--- config.mk ---
export PLATFORM = sky130hd
export DESIGN_NAME = msdb_top
export DESIGN_NICKNAME = d
export VERILOG_FILES = /design/src/rtl/msdb_pkg.sv /design/src/rtl/msdb_sync.sv /design/src/rtl/msdb_chan.sv /design/src/rtl/msdb_regs.sv /design/src/rtl/msdb_top.sv
export SDC_FILE = /design/constraint.sdc
export NUM_CORES = 1
export LEC_CHECK = 0
export BUFFER_PORTS_ARGS = -buffer_cell sky130_fd_sc_hd__buf_4
export CORE_UTILIZATION = 45
export CTS_BUF_LIST = sky130_fd_sc_hd__clkbuf_2
export CTS_CLUSTER_DIAMETER = 50
export DETAILED_ROUTE_END_ITERATION = 10
export MAX_ROUTING_LAYER = met4
export PLACE_DENSITY = 0.65
export SLEW_MARGIN = 20
export SYNTH_ARGS = -nofsm -noshare
export SYNTH_HDL_FRONTEND = slang
export SYNTH_HIERARCHICAL = 1
export SYNTH_SLANG_ARGS = --single-unit
--- constraint.sdc ---
create_clock -name clk -period 8.2 [get_ports clk]
set_input_delay 1.64 -clock clk [delete_from_list [all_inputs] [get_ports clk]]
set_output_delay 1.64 -clock clk [all_outputs]
set_load 0.005 [all_outputs]
--- src/rtl/msdb_pkg.sv ---
package msdb_pkg;

    typedef enum logic [1:0] {
        ST_OFF   = 2'd0,
        ST_IDLE  = 2'd1,
        ST_ALIGN = 2'd2,
        ST_COUNT = 2'd3
    } chan_state_e;

    localparam int unsigned REG_EN   = 0;
    localparam int unsigned REG_POL  = 1;
    localparam int unsigned REG_PEND = 2;
    localparam int unsigned REG_LVL  = 3;
    localparam int unsigned REG_LEN0 = 8;

endpackage

--- src/rtl/msdb_sync.sv ---
module msdb_sync #(
    parameter int N = 8
) (
    input  logic         clk,
    input  logic         rst_n,
    input  logic [N-1:0] async_i,
    output logic [N-1:0] sync_o
);

    logic [N-1:0] stage1_q;
    logic [N-1:0] stage2_q;

    always_ff @(posedge clk or negedge rst_n) begin
        if (!rst_n) begin
            stage1_q <= '0;
            stage2_q <= '0;
        end else begin
            stage1_q <= async_i;
            stage2_q <= stage1_q;
        end
    end

    assign sync_o = stage2_q;

endmodule

--- src/rtl/msdb_chan.sv ---
module msdb_chan
    import msdb_pkg::*;
#(
    parameter int CW     = 12,
    parameter int MAX_MS = 4000
) (
    input  logic          clk,
    input  logic          rst_n,
    input  logic          en_i,
    input  logic          tick_i,
    input  logic          in_i,
    input  logic [CW-1:0] len_i,
    output logic          level_o,
    output logic          accept_o,
    output logic          busy_o
);

    localparam logic [CW-1:0] LEN_MAX = CW'(MAX_MS);
    localparam logic [CW-1:0] LEN_ONE = CW'(1);

    chan_state_e   state_q, state_d;
    logic [CW-1:0] cnt_q;
    logic [CW-1:0] eff_len;
    logic          level_q;
    logic          differ;
    logic          last_ms;

    // Length clamp: 0 acts as 1, above the ceiling acts as the ceiling.
    always_comb begin
        if (len_i == '0)
            eff_len = LEN_ONE;
        else if (len_i > LEN_MAX)
            eff_len = LEN_MAX;
        else
            eff_len = len_i;
    end

    assign differ  = in_i ^ level_q;
    assign last_ms = (cnt_q + LEN_ONE) >= eff_len;

    // Output process
    always_comb begin
        accept_o = (state_q == ST_COUNT) && en_i && differ && tick_i && last_ms;
        busy_o   = en_i && differ;
    end

    // Next-state process
    always_comb begin
        state_d = state_q;
        unique case (state_q)
            ST_OFF: begin
                if (en_i) state_d = ST_IDLE;              // enable
            end
            ST_IDLE: begin
                if (!en_i)       state_d = ST_OFF;        // disable
                else if (differ) state_d = ST_ALIGN;      // mismatch
            end
            ST_ALIGN: begin
                if (!en_i)        state_d = ST_OFF;       // disable
                else if (!differ) state_d = ST_IDLE;      // revert
                else if (tick_i)  state_d = ST_COUNT;     // first tick
            end
            ST_COUNT: begin
                if (!en_i)         state_d = ST_OFF;      // disable
                else if (!differ)  state_d = ST_IDLE;     // revert
                else if (accept_o) state_d = ST_IDLE;     // accept
            end
            default: state_d = ST_OFF;
        endcase
    end

    // State register
    always_ff @(posedge clk or negedge rst_n) begin
        if (!rst_n) state_q <= ST_OFF;
        else        state_q <= state_d;
    end

    always_ff @(posedge clk or negedge rst_n) begin
        if (!rst_n)
            cnt_q <= '0;
        else if (state_q == ST_COUNT && state_d == ST_COUNT)
            cnt_q <= cnt_q + {{(CW-1){1'b0}}, tick_i};
        else
            cnt_q <= '0;
    end

    always_ff @(posedge clk or negedge rst_n) begin
        if (!rst_n)        level_q <= 1'b0;
        else if (accept_o) level_q <= in_i;
    end

    assign level_o = level_q;

    AST_LEVEL_FROM_COUNT: assert property (@(posedge clk) disable iff (!rst_n)
        (level_q != $past(level_q)) |-> ($past(state_q) == ST_COUNT))
        else $error("level moved outside counting state");

    AST_ALIGN_BEFORE_COUNT: assert property (@(posedge clk) disable iff (!rst_n)
        (state_q == ST_COUNT && $past(state_q) != ST_COUNT) |-> ($past(state_q) == ST_ALIGN))
        else $error("counting began without alignment");

    AST_OFF_WHEN_DISABLED: assert property (@(posedge clk) disable iff (!rst_n)
        !en_i |=> (state_q == ST_OFF))
        else $error("disabled channel left off state");

    AST_OFF_HOLDS_LEVEL: assert property (@(posedge clk) disable iff (!rst_n)
        (state_q == ST_OFF) |=> (level_q == $past(level_q)))
        else $error("level changed while off");

endmodule

--- src/rtl/msdb_regs.sv ---
module msdb_regs
    import msdb_pkg::*;
#(
    parameter int NCH     = 8,
    parameter int CW      = 12,
    parameter int DW      = 16,
    parameter int AW      = 4,
    parameter int LEN_RST = 1
) (
    input  logic              clk,
    input  logic              rst_n,
    input  logic              wr_en_i,
    input  logic [AW-1:0]     wr_addr_i,
    input  logic [DW-1:0]     wr_data_i,
    input  logic [AW-1:0]     rd_addr_i,
    input  logic [NCH-1:0]    accept_i,
    input  logic [NCH-1:0]    in_sync_i,
    input  logic [NCH-1:0]    level_i,
    output logic [NCH-1:0]    en_o,
    output logic [NCH-1:0]    pol_o,
    output logic [NCH*CW-1:0] len_o,
    output logic [NCH-1:0]    pend_o,
    output logic [DW-1:0]     rd_data_o
);

    localparam logic [AW-1:0] A_EN   = AW'(REG_EN);
    localparam logic [AW-1:0] A_POL  = AW'(REG_POL);
    localparam logic [AW-1:0] A_PEND = AW'(REG_PEND);
    localparam logic [AW-1:0] A_LVL  = AW'(REG_LVL);

    logic [NCH-1:0] en_q, pol_q, pend_q;
    logic [NCH-1:0] set_vec, clr_vec;
    logic [CW-1:0]  len_q [NCH];
    logic           unused_hi;

    assign unused_hi = ^wr_data_i[DW-1:CW];

    assign set_vec = accept_i & ~(in_sync_i ^ pol_q);
    assign clr_vec = (wr_en_i && wr_addr_i == A_PEND) ? wr_data_i[NCH-1:0] : '0;

    always_ff @(posedge clk or negedge rst_n) begin
        if (!rst_n) begin
            en_q   <= '0;
            pol_q  <= '0;
            pend_q <= '0;
        end else begin
            if (wr_en_i && wr_addr_i == A_EN)  en_q  <= wr_data_i[NCH-1:0];
            if (wr_en_i && wr_addr_i == A_POL) pol_q <= wr_data_i[NCH-1:0];
            pend_q <= (pend_q & ~clr_vec) | set_vec;
        end
    end

    for (genvar g = 0; g < NCH; g++) begin : g_len
        always_ff @(posedge clk or negedge rst_n) begin
            if (!rst_n)
                len_q[g] <= CW'(LEN_RST);
            else if (wr_en_i && wr_addr_i == AW'(REG_LEN0 + g))
                len_q[g] <= wr_data_i[CW-1:0];
        end
        assign len_o[g*CW +: CW] = len_q[g];
    end

    always_comb begin
        rd_data_o = '0;
        if (rd_addr_i == A_EN)   rd_data_o = DW'(en_q);
        if (rd_addr_i == A_POL)  rd_data_o = DW'(pol_q);
        if (rd_addr_i == A_PEND) rd_data_o = DW'(pend_q);
        if (rd_addr_i == A_LVL)  rd_data_o = DW'(level_i);
        for (int i = 0; i < NCH; i++)
            if (rd_addr_i == AW'(REG_LEN0 + i)) rd_data_o = DW'(len_q[i]);
    end

    assign en_o   = en_q;
    assign pol_o  = pol_q;
    assign pend_o = pend_q;

    AST_PEND_HAS_CAUSE: assert property (@(posedge clk) disable iff (!rst_n)
        ((pend_q & ~$past(pend_q)) != '0) |-> ($past(accept_i) != '0))
        else $error("pending set without an accept");

    AST_W1C_CLEARS: assert property (@(posedge clk) disable iff (!rst_n)
        (wr_en_i && wr_addr_i == A_PEND && set_vec == '0)
        |=> ((pend_q & $past(wr_data_i[NCH-1:0])) == '0))
        else $error("write-one did not clear pending");

endmodule

--- src/rtl/msdb_top.sv ---
module msdb_top #(
    parameter int NCH     = 8,
    parameter int CW      = 12,
    parameter int DW      = 16,
    parameter int AW      = 4,
    parameter int MAX_MS  = 4000,
    parameter int LEN_RST = 1
) (
    input  logic           clk,
    input  logic           rst_n,
    input  logic           ms_tick,
    input  logic [NCH-1:0] in_pins,
    input  logic           wr_en,
    input  logic [AW-1:0]  wr_addr,
    input  logic [DW-1:0]  wr_data,
    input  logic [AW-1:0]  rd_addr,
    output logic [DW-1:0]  rd_data,
    output logic [NCH-1:0] level_o,
    output logic           irq,
    output logic           cnt_clk_en
);

    logic [NCH-1:0]    in_sync;
    logic [NCH-1:0]    en_w, pol_w, pend_w;
    logic [NCH-1:0]    accept_w, busy_w, level_w;
    logic [NCH*CW-1:0] len_w;
    logic              gated_tick;
    logic              unused_pol;

    assign unused_pol = ^pol_w;

    msdb_sync #(.N(NCH)) u_sync (
        .clk     (clk),
        .rst_n   (rst_n),
        .async_i (in_pins),
        .sync_o  (in_sync)
    );

    msdb_regs #(
        .NCH(NCH), .CW(CW), .DW(DW), .AW(AW), .LEN_RST(LEN_RST)
    ) u_regs (
        .clk       (clk),
        .rst_n     (rst_n),
        .wr_en_i   (wr_en),
        .wr_addr_i (wr_addr),
        .wr_data_i (wr_data),
        .rd_addr_i (rd_addr),
        .accept_i  (accept_w),
        .in_sync_i (in_sync),
        .level_i   (level_w),
        .en_o      (en_w),
        .pol_o     (pol_w),
        .len_o     (len_w),
        .pend_o    (pend_w),
        .rd_data_o (rd_data)
    );

    // The millisecond time base reaches the counters only while requested.
    assign gated_tick = ms_tick & cnt_clk_en;

    for (genvar g = 0; g < NCH; g++) begin : g_chan
        msdb_chan #(.CW(CW), .MAX_MS(MAX_MS)) u_chan (
            .clk      (clk),
            .rst_n    (rst_n),
            .en_i     (en_w[g]),
            .tick_i   (gated_tick),
            .in_i     (in_sync[g]),
            .len_i    (len_w[g*CW +: CW]),
            .level_o  (level_w[g]),
            .accept_o (accept_w[g]),
            .busy_o   (busy_w[g])
        );
    end

    assign level_o    = level_w;
    assign irq        = |(pend_w & en_w);
    assign cnt_clk_en = |busy_w;

endmodule

==> results.md <==
Status:
- The run finished with clean final reports.

STA:
- The remaining max-slew budget at the tightest pin is 29.6%.
- The clock period minus worst slack is 5.54 ns.
- At the pin with the least slew margin, the transition time is 1.05 ns.
- The worst path uses 67.6% of the clock period.
- Setup repair after global routing left no endpoint under its margin.
- Setup total negative slack on the finished layout was measured at 0 ns.
- The count of endpoints failing hold in the final timing report is 0.
- The number of pins exceeding their max-slew limit in the final report came to 0.
- The largest clock skew in the final design is 0.0771 ns.
- The total of endpoints with negative setup slack in the final report is 0.
- The highest attainable clock frequency is 181 MHz.

CTS:
- The clock network latency to the later pin of the worst-skew pair is 0.94 ns.
- The root buffer selected by CTS is clkbuf_2.
- In this run, post-CTS hold repair placed 0 buffers.
- Post-CTS repair changed the size of 0 cells.
- The number of clock sinks is 256.
- The buffer depth of the longest clock path is 3.
- The post-CTS repair timing setup buffer count is 0.
- The CTS tree is yes.
- The H-tree was split into 3 levels.
- The CTS buffer count is 73.
- Clock-pin slew was measured on the worst setup and hold paths at 0.09 ns.

Power:
- The total design power is 3320 uW.
- Registers are responsible for 50.3% of the overall power.
- The power per cell area is 182 mW/mm^2.
- The leakage power of the design is 0.00808 uW.
- Of the total power, the share spent switching nets is 35.6%.
- In this run, the combinational gates consume 21.4% of the power.
- The clock network accounts for 28.3% of the total power.
- VDD sags by at most 0.0000861 V.
- The internal power is 2140 uW.
- The net switching power figure is 1180 uW.

Logic synthesis:
- dfrtp_1 takes more of the synthesized area than any other cell.
- Counting flops with an async set or reset pin after synthesis yields a share of 100%.
- The area share of fa/ha/maj cells after synthesis is 8.86%.
- After Yosys synthesis, and, or, nand and nor cells account for 19.3% of the synthesized area.
- Synthesis instantiated 82 different standard cells from the library.
- The total of warnings raised by yosys is 6.
- The synthesized netlist devotes 9.09% of its cell area to XOR and XNOR gates.
- The combinational family with the most area after synthesis is simple AND/OR/NAND/NOR gates.
- In the synthesized netlist, mux cells make up 10.5% of the area.
- In this run, synthesis inferred 0 flip-flops with an integrated enable.
- After synthesis, the mean cell area works out to 9.76 um^2.
- After synthesis the netlist holds a flip-flop and latch count of 256.
- The netlist area before placement is 0.0170 mm^2.
- Summing the sequential cell areas from Yosys gives 37.9% of the chip area.
- In the post-synthesis netlist, the biggest area contributors are dfrtp_1 (37%), ha_1 (8.9%), mux2_2 (7.6%), xor2_1 (4.6%), xnor2_1 (4.5%).
- Of the post-synthesis cell area, the dominant cell type holds 36.6%.
- The gate count of the mapped netlist is 1736.
- The complex-gate fraction of the synthesized area is 10.3%.
- For this run, the leading register cell type out of synthesis is dfrtp_1.

Routing:
- The highest metal layer carrying signal wires in the routed design is met4.
- The final layout contains routed wiring with a total length of 43800 um.
- The total iterations of the first detailed-routing run is 5.
- Detailed routing placed a total of 19700 um of wire on met2.
- The remaining antenna violation count is 0.
- In the routed layout, each cell is associated on average with a via count of 5.64.
- In the routed design, unresolved DRC markers number 0.
- The initial detailed-routing violation count is 1139.
- In the detailed route, the total length drawn on met3 is 2570 um.
- After detailed routing, the average wire length per cell comes to 18.6 um.
- The via count is 13300.
- The met1 routed wirelength after detailed routing is 20000 um.

Die:
- The core box area is 0.0369 mm^2.
- The standard-cell row count is 70.
- The total die area is 0.0384 mm^2.
- The number of top-level pins is 62.
- The die height is 196 um.
- The floorplan step set the die width to 196 um.
- The initial utilization of the core area, before any placement, comes to 46.0%.

Worst setup path:
- The number of cells on the worst reg-to-reg path is 9.
- Walking the worst path, the cells encountered are buf_4 > clkinv_1 > or3_1 > a32oi_1 > o22ai_1 > buf_4.
- The type of destination of the critical path is an output pin.
- In this design, the stage delay of the slowest critical-path cell is 0.55 ns.
- In this design, the critical path's most frequently occurring cell is buf_4.
- The first element of the critical path is rd_addr[0].
- In this run the register-to-register setup slack is 4.76 ns.
- The element type at the critical path start is an input port.
- The worst endpoint data arrival time is 3.90 ns.
- The critical register-to-register path endpoint is g_chan[0].u_chan/cnt_q[11].
- The critical path in this run is classified as in -> out.
- The source of the worst register-to-register timing path is g_chan[2].u_chan/level_o.
- Along the worst path, the maximum fanout reaches 64.
- The end point of the critical path is rd_data[3].
- The required arrival time at the worst endpoint is 6.56 ns.
- On the critical path, the stage with the largest delay is an instance of buf_4.

Finish:
- The multi-input logic area is 0.00987 mm^2.
- Compared with the post-synthesis result, the final layout area differs by 7.74%.
- The number of nets in the layout is 1953.
- The layout has 3510 filler cells.
- Cells with a size suffix above 1 make up 20.3% of the layout.
- The combined flip-flop and latch cell area is 0.00642 mm^2.

Global routing:
- The final global-route overflow total is 0.
- The via count of the first global-routing pass is 12800.
- Global routing consumed, over all layers together, 24.1% of the routing resources.
- The first-pass GRT wire length is 70400 um.
- Entering global routing, the biggest net connects 138 pins.
- The number of antenna violations at the first check in global routing was 2.

Placement:
- The routability congestion estimate from global placement is 0.944.
- The detailed placement HPWL is 31300 um.
- The number of port buffers is 53.

Flow run:
- The count of maximum capacitance violations is 0.

Min path:
- The classification of the worst-slack hold path is reg -> reg.
registers in the layout, indices dropped and copies added (netlist names):
name and cells:
g_chan.u_chan/cnt_q 96, u_regs/len_o 96, g_chan.u_chan/state_q 16, g_chan.u_chan/level_o 8, u_regs/en_o 8, u_regs/pend_o 8, u_regs/pol_o 8, u_sync/stage1_q 8
u_sync/sync_o 8
layout make-up:
class | count | share of cell area, %
Antenna cell | 1 | 0.0137
Clock buffer | 106 | 2.90
Clock inverter | 18 | 0.582
Inverter | 71 | 1.46
Multi-Input combinational cell | 1339 | 54.0
Sequential cell | 256 | 35.1
Tap cell | 504 | 3.45
Timing Repair Buffer | 56 | 2.41
synth_stat cells (all sizes together), types with 10 or more instances:
library cell,number
inv,69
a211oi,10
and4,10
and2,21
nor4,10
a21oi,66
nor2b,25
a22oi,15
buf,57
xor2,89
nand2b,14
nand2,124
dfrtp,248
xnor2,87
clkbuf,16
mux2i,27
or3,10
ha,120
nor2,218
o221ai,10
mux2,116
nand4,42
o21ai,58
nand3,102
a22o,15
a31oi,10
nor3,18
o211ai,13
critical path, delay by kind of cell:
kind	cells	cell delay, ns
buffers and inverters	3	1.28
AND/OR/NAND/NOR	1	0.50
AO/OA/AOI/OAI	2	0.46
worst min path at each step:
stage                            start          endpoint  slack (ns)  depth (start not counted)
floorplan           u_sync/stage1_q[0]  u_sync/sync_o[0]        0.33                          0
detailed placement  u_sync/stage1_q[6]  u_sync/sync_o[6]        0.33                          0
global route        u_sync/stage1_q[4]  u_sync/sync_o[4]        0.36                          0
CTS                 u_sync/stage1_q[4]  u_sync/sync_o[4]        0.35                          0
global placement    u_sync/stage1_q[2]  u_sync/sync_o[2]        0.34                          0
finish              u_sync/stage1_q[4]  u_sync/sync_o[4]        0.35                          0
metal layers:
metal | global-route usage [%] | vias to the layer above
met5 | - | -
met1 | 32.1 | 6409
met2 | 36.0 | 386
li1 | - | 6355
met3 | 5.31 | 102
met4 | 8.97 | 0
kinds of logic (layout without fill, tap and decap cells):
kind of cell / after synthesis / after routing
AOI/OAI and AO/OA: 257 / 257
buffers and inverters: 144 / 251
muxes: 152 / 152
adders and majority gates: 120 / 120
and+or+nand+nor: 630 / 630
xor gates and xnor gates: 176 / 176
DFF: 256 / 256
other: 1 / 5
placed cells by master (no fill, tap or decap), types with 8 or more instances in the layout:
cell type / Yosys / final
nand4_1: 35 / 35
nor3_1: 17 / 17
nor2_4: 8 / 8
clkinv_1: 2 / 12
nor2b_1: 24 / 24
mux2i_1: 27 / 27
or3_1: 10 / 10
and2_1: 20 / 20
nand3_1: 101 / 101
nor2_2: 18 / 20
nand2_1: 116 / 116
or4_1: 8 / 8
nand2_2: 8 / 8
dfstp_2: 8 / 8
a22oi_1: 15 / 15
ha_1: 120 / 120
a22o_1: 14 / 14
dfrtp_1: 248 / 248
a21oi_1: 65 / 65
nand2b_1: 13 / 13
a32o_1: 8 / 8
mux4_2: 9 / 9
buf_4: 13 / 54
o221ai_1: 10 / 10
and4_1: 9 / 9
mux2_2: 115 / 115
a211oi_1: 10 / 10
clkbuf_2: 0 / 106
xnor2_1: 87 / 87
xor2_1: 89 / 89
o21ai_0: 56 / 56
nor2_1: 192 / 190
nor4_1: 10 / 10
o211ai_1: 13 / 13
a31oi_1: 9 / 9
inv_1: 69 / 69
power by group through the flow:
stage	clock [uW]	combinational [uW]	sequential (uW)
after floorplan	0	525	1570
after global placement	0	678	1680
after detailed placement	0	706	1680
after CTS	983	710	1660
after global routing	1050	794	1690
final	939	711	1670
through the flow:
step	setup WS (ns)	utilization [%]	area [um^2]	hold slack, ns	std cells
finish	2.66	49.5	18300	0.347	2351
global route	2.55	49.5	18300	0.356	2351
detailed placement	2.76	47.8	17600	0.335	2226
CTS	2.72	49.5	18300	0.354	2350
global placement	2.75	47.8	17600	0.335	2226
floorplan	3.91	-	17000	0.331	1739
Note: power is estimated with default switching activity, not from simulation.
